$ cat src/rtl/serial_frame_xcvr.sv
module serial_frame_xcvr (
  input  logic       clk,
  input  logic       rst_n,
  input  logic       tick,
  input  logic       os8,
  input  logic [3:0] nbits,
  input  logic       two_stop,
  input  logic [1:0] par_mode,
  input  logic       mp_en,
  input  logic [8:0] tx_data,
  input  logic       tx_wr,
  output logic       tx_empty,
  output logic       txd,
  input  logic       rxd,
  input  logic       rx_rd,
  output logic [8:0] rx_data,
  output logic       rx_valid,
  output logic       rx_ferr,
  output logic       rx_perr,
  output logic       rx_ovr,
  output logic       irq_txc,
  output logic       irq_dre,
  output logic       irq_rxc
);
  localparam int DW = 9;
  localparam int FW = DW + 4;
  localparam int EW = DW + 3;

  logic [3:0] nb, osm1, mid, pidx, sidx;
  logic       par_en, par_odd;
  assign nb      = (nbits < 4'd5) ? 4'd5 : (nbits > 4'd9) ? 4'd9 : nbits;
  assign osm1    = os8 ? 4'd7 : 4'd15;
  assign mid     = os8 ? 4'd4 : 4'd8;
  assign par_en  = par_mode[1];
  assign par_odd = par_mode[0];
  assign pidx    = nb + 4'd1;
  assign sidx    = pidx + {3'b0, par_en};

  // transmit
  logic [DW-1:0] tbuf, tdm, dmask;
  logic [FW-1:0] tsh, tfrm;
  logic [3:0]    tleft, tcnt, tlen;
  logic          tfull, tbusy, tpar, tend, ld, dre_q, txc_q;

  assign dmask = DW'((10'd1 << nb) - 10'd1);
  assign tdm   = tbuf & dmask;
  assign tpar  = (^tdm) ^ par_odd;
  assign tlen  = 4'd2 + nb + {3'b0, par_en} + {3'b0, two_stop};
  assign tend  = tbusy && tick && tcnt == osm1 && tleft == 4'd1;
  assign ld    = tfull && (!tbusy || tend);

  always_comb begin
    tfrm    = '1;
    tfrm[0] = 1'b0;
    for (int i = 0; i < DW; i++)
      if (4'(i) < nb) tfrm[i+1] = tdm[i];
    if (par_en) tfrm[pidx] = tpar;
  end

  always_ff @(posedge clk) begin
    if (!rst_n) begin
      tbuf <= '0; tfull <= 1'b0; tbusy <= 1'b0; tsh <= '1;
      tleft <= '0; tcnt <= '0; dre_q <= 1'b0; txc_q <= 1'b0;
    end else begin
      dre_q <= ld;
      txc_q <= tend && !tfull;
      if (tx_wr && !tfull) begin
        tbuf  <= tx_data;
        tfull <= 1'b1;
      end
      if (ld) begin
        tsh <= tfrm; tleft <= tlen; tcnt <= '0;
        tbusy <= 1'b1; tfull <= 1'b0;
      end else if (tbusy && tick) begin
        if (tcnt == osm1) begin
          tcnt  <= '0;
          tsh   <= {1'b1, tsh[FW-1:1]};
          tleft <= tleft - 4'd1;
          if (tleft == 4'd1) tbusy <= 1'b0;
        end else tcnt <= tcnt + 4'd1;
      end
    end
  end

  assign tx_empty = !tfull;
  assign txd      = !tbusy | tsh[0];
  assign irq_dre  = dre_q;
  assign irq_txc  = txc_q;

  // receive
  logic          rs1, rs2, rbusy, rpe, rdec, rdone, bitv;
  logic [3:0]    rcnt, ridx;
  logic [1:0]    vcnt;
  logic [DW-1:0] rdat;

  assign bitv  = ({1'b0, vcnt} + {2'b0, rs2}) >= 3'd2;
  assign rdec  = rbusy && tick && rcnt == mid + 4'd1;
  assign rdone = rdec && ridx == sidx;

  always_ff @(posedge clk) begin
    if (!rst_n) begin
      rs1 <= 1'b1; rs2 <= 1'b1; rbusy <= 1'b0; rpe <= 1'b0;
      rcnt <= '0; ridx <= '0; vcnt <= '0; rdat <= '0;
    end else begin
      rs1 <= rxd;
      rs2 <= rs1;
      if (!rbusy) begin
        if (tick && !rs2) begin
          rbusy <= 1'b1; rcnt <= 4'd1; ridx <= '0;
          vcnt <= '0; rdat <= '0; rpe <= 1'b0;
        end
      end else if (tick) begin
        rcnt <= (rcnt == osm1) ? 4'd0 : rcnt + 4'd1;
        if (rcnt == osm1) ridx <= ridx + 4'd1;
        if (rcnt == mid - 4'd1 || rcnt == mid) vcnt <= vcnt + {1'b0, rs2};
        if (rdec) begin
          vcnt <= '0;
          if (ridx == 4'd0) begin
            if (bitv) rbusy <= 1'b0;
          end else if (ridx <= nb) rdat[ridx - 4'd1] <= bitv;
          else if (par_en && ridx == pidx) rpe <= bitv ^ (^rdat) ^ par_odd;
          else rbusy <= 1'b0;
        end
      end
    end
  end

  // two-entry receive queue
  logic [EW-1:0] mem [2];
  logic [1:0]    cnt;
  logic          wp, rp, keep, push, pop, ovr_set, rxc_q;

  assign keep    = rdone && !(mp_en && !rdat[DW-1]);
  assign pop     = rx_rd && cnt != 2'd0;
  assign push    = keep && (cnt != 2'd2 || pop);
  assign ovr_set = keep && cnt == 2'd2 && !pop;

  always_ff @(posedge clk) begin
    if (!rst_n) begin
      for (int i = 0; i < 2; i++) mem[i] <= '0;
      cnt <= '0; wp <= 1'b0; rp <= 1'b0; rxc_q <= 1'b0;
    end else begin
      rxc_q <= push;
      if (push) begin
        mem[wp] <= {1'b0, rpe, ~bitv, rdat};
        wp      <= ~wp;
      end
      if (ovr_set) mem[rp][EW-1] <= 1'b1;
      if (pop) rp <= ~rp;
      cnt <= cnt + {1'b0, push} - {1'b0, pop};
    end
  end

  assign rx_data  = mem[rp][DW-1:0];
  assign rx_ferr  = mem[rp][DW];
  assign rx_perr  = mem[rp][DW+1];
  assign rx_ovr   = mem[rp][DW+2];
  assign rx_valid = cnt != 2'd0;
  assign irq_rxc  = rxc_q;
endmodule


$ cat config.mk
export PLATFORM = sky130hd
export DESIGN_NAME = serial_frame_xcvr
export DESIGN_NICKNAME = d
export VERILOG_FILES = /design/src/rtl/serial_frame_xcvr.sv
export SDC_FILE = /design/constraint.sdc
export NUM_CORES = 1
export LEC_CHECK = 0
export ABC_AREA = 1
export CORE_MARGIN = 3
export CORE_UTILIZATION = 50
export CTS_CLUSTER_SIZE = 40
export DETAILED_ROUTE_END_ITERATION = 8
export PLACE_DENSITY_LB_ADDON = 0.3
export SYNTH_ARGS = -nofsm -noshare
export SYNTH_HDL_FRONTEND = slang
export SYNTH_SLANG_ARGS = --single-unit
$ cat constraint.sdc
create_clock -name clk -period 7.4 [get_ports clk]
set_clock_uncertainty 0.2 [all_clocks]
set_input_delay 1.48 -clock clk [delete_from_list [all_inputs] [get_ports clk]]
set_output_delay 1.48 -clock clk [all_outputs]
set_load 0.03 [all_outputs]
==> key figures <==
Clock network
  – Clk slew on worst S/H paths: 90 ps
  – Post-CTS setup buffer count: 0
  – Clk buf depth: 2
  – H-Tree Depth: 3
  – CTS tree: done
  – Clk root buf: clkbuf_8
  – CTS Hold Buffers Added: 0
  – CTS Sinks: 87
  – Cts repair resizes: 0
  – Worst-Skew Late Latency: 360 ps
  – CTS Buf Count: 9

Synthesis
  – Synth async-reset ratio: 0
  – Synth top area share: 0.234
  – Sequential-to-total area share from yosys stat: 0.367
  – Synthesized area: 5400 µm²
  – Mapped Cells: 736
  – Area leader, netlist: dfxtp_1
  – Syn avg cell area: 7.33 µm²
  – Post-synth EDFFs: 24
  – Warnings, synthesis: 0
  – Prevailing post-synth register cell: dfxtp_1
  – Yosys reg bits: 87
  – Ranking of synthesized cells by area: dfxtp_1 23%, edfxtp_1 13%, nand2_1 11%
  – Synth unique cells: 49

Route
  – WL final: 11.5 mm
  – Pre-antenna DRT Iters: 5
  – Drt wl/cell: 12.6 µm
  – Vias: 4,631
  – DRC Markers: 0
  – Drt via density: 5.09
  – Routed Antenna Nets: 0
  – 1st-iter DRT viols: 264

Die
  – DIE WIDTH: 110 µm
  – Row count: 37
  – Die height: 110 µm
  – Io pins: 42
  – Starting Density: 0.518
  – Core Region: 10,400 µm²
  – Die area: 12,100 µm²

Setup path
  – Worst R2R Path Depth: 14
  – Worst-path cell chain: clkdlybuf4s50_1 -> nand3_2 -> nand2_4 -> inv_1 -> ha_1 -> inv_1 -> ha_1 -> nand2_1 -> nand2_1 -> nor2_1 -> o21ai_1 -> nor2_1 -> nand2_1 -> nor3_2 -> nand4_1 -> nand2_1
  – R2R Path Start: tcnt[0]
  – Crit path DAT: 5200 ps
  – Max incr delay on CP: 860 ps
  – Buf+Inv Stages, Crit Path: 3
  – FF-to-FF End: tsh[12]
  – Setup crit end kind: flop
  – Crit path kind: primary input to flop
  – Critical Path RT: 7230 ps
  – CP delay by family, top: simple AND/OR/NAND/NOR gates
  – Slowest stage cell, crit path: clkdlybuf4s50_1
  – CP Max Fanout: 12
  – Startpoint Class: primary input
  – CP most frequent cell: nand2_1
  – R2R Setup Slk: 4310 ps

Min path
  – HP Start: rs1
  – Sink of the worst hold path: rs2
  – Worst hold path cell count: 1
  – Worst min path class: flop to flop

Placement
  – Post-DP HPWL: 8.81 mm
  – Placed cell count: 894
  – I/O Buffers: 41
  – RD Place Congestion: 0.878

Global route
  – Number of global-route vias before repair: 4,466
  – Global Route Usage Sum: 0.206
  – First-pass GRT wire length: 19.9 mm
  – Antenna violations before repair: 0
  – Largest net degree at the start of global routing: 39
  – Gr ovfl total: 0

Timing
  – Setup TNS: 0 ps
  – F_max: 186 MHz
  – Fin Hold WS: 236 ps
  – Slew Limit Fails: 0
  – Final setup viols: 0
  – RSZ-0062 raised after global routing: no
  – Worst slew pin tran: 813 ps
  – Final Hold Fails: 0
  – Post-route clock period utilization: 0.726
  – Slew Limit Headroom: 0.455
  – Minimum clock period: 5370 ps

Power and ir drop
  – Power per cell area: 164 nW/µm²
  – VDD IR-drop max: 0.0693 mV
  – Power, Total: 994 µW
  – P_leak: 2.66 nW

Finish
  – Layout cells sized above 1: 0.0917
  – Antenna diodes: 0
  – Area grow syn2layout: 12.0%
  – Post-Layout Cell Count: 910
  – Final nets: 822

Run status
  – Run status: finished, final reports clean

Flow run
  – MaxCap Viol Count: 0
Yosys cell counts, types with 3 or more instances:
cell type  number
nor2_4          3
nor3_1         12
nor2_2         12
nand4_1        10
xnor2_1        11
inv_2           3
nand3_1        50
clkbuf_1       11
o21ai_1         4
a21oi_1        38
o21ai_0        50
nor2_1         81
nand3_2         3
edfxtp_1       24
dfxtp_1        63
inv_1         103
xor2_1         12
nand2_1       152
nand2_4         3
buf_6           4
nand2_2         7
ha_1           29
nand3b_1        4
or2_2           4
mux2_2         12
buf_2           3
sequential cells by signal (all words and copies together) (netlist names), 2 cells and up, named ones only:
register,cells
vcnt,2
rcnt,4
tsh,13
tbuf,9
rdat,9
tcnt,4
mem,24
cnt,2
tleft,4
ridx,4
cells by family (layout without fill, tap and decap cells):
kind of cell    Yosys count  count (layout)  share of synthesized area
xor+xnor                 24              24                     0.0403
buf+inv                 129             166                     0.0974
fa+ha+maj                29              29                     0.0672
other cells               1               2                   0.000695
simple gates            348             348                      0.297
compound gates          106             106                      0.105
flops                    87              87                      0.367
mux                      12              12                     0.0250
report_power, final:
part | switching [mW] | internal [mW]
combinational | 0.108 | 0.0602
clock | 0.181 | 0.125
sequential | 0.0111 | 0.508
total | 0.301 | 0.693
final cells by class:
| type | instances | area (µm²) |
|---|---|---|
| fill | 943 | 4370 |
| multi-input combinational | 521 | 2890 |
| sequential | 87 | 1980 |
| timing repair buffer | 42 | 418 |
| inverter | 108 | 408 |
| tap | 136 | 170 |
| clock buffer | 10 | 128 |
| clock inverter | 6 | 45.0 |
how the worst max path moves through the flow:
stage / from / to / slack, ps / cells after the start
floorplan: nbits[3] / cnt[1] / 3000 / 22
global placement: nbits[3] / mem[0][2] / 1860 / 16
detailed placement: nbits[3] / mem[0][4] / 1690 / 16
CTS: nbits[3] / mem[0][8] / 2050 / 16
global route: nbits[3] / mem[0][8] / 1640 / 16
finish: nbits[3] / mem[0][3] / 2030 / 16
layer usage:
layer	GRT usage	part of all wire	up-vias
li1	-	-	2428
met1	0.259	0.47	2085
met2	0.354	0.48	100
met3	0.0423	0.037	18
met4	0.0632	0.016	0
met5	0	0	-
metrics by stage:
stage	cell area (µm²)	util	setup slack, ps
after floorplan	5400	-	3000
after global routing	6040	0.580	1640
after CTS	6040	0.580	2050
after global placement	5870	0.564	1860
final	6040	0.580	2030
after detailed placement	5870	0.564	1690
placed cells by master (no fill, tap or decap), types with 7 or more instances in the layout:
master,instances
xor2_1,12
o21ai_0,50
ha_1,29
mux2_2,12
nor3_1,12
inv_1,103
a21oi_1,38
clkdlybuf4s50_1,41
nand4_1,10
clkbuf_8,9
nand2_1,152
nor2_2,12
nand2_2,7
edfxtp_1,24
xnor2_1,11
dfxtp_1,63
nor2_1,81
nand3_1,50
No activity file was read; power rests on OpenSTA's default activity.
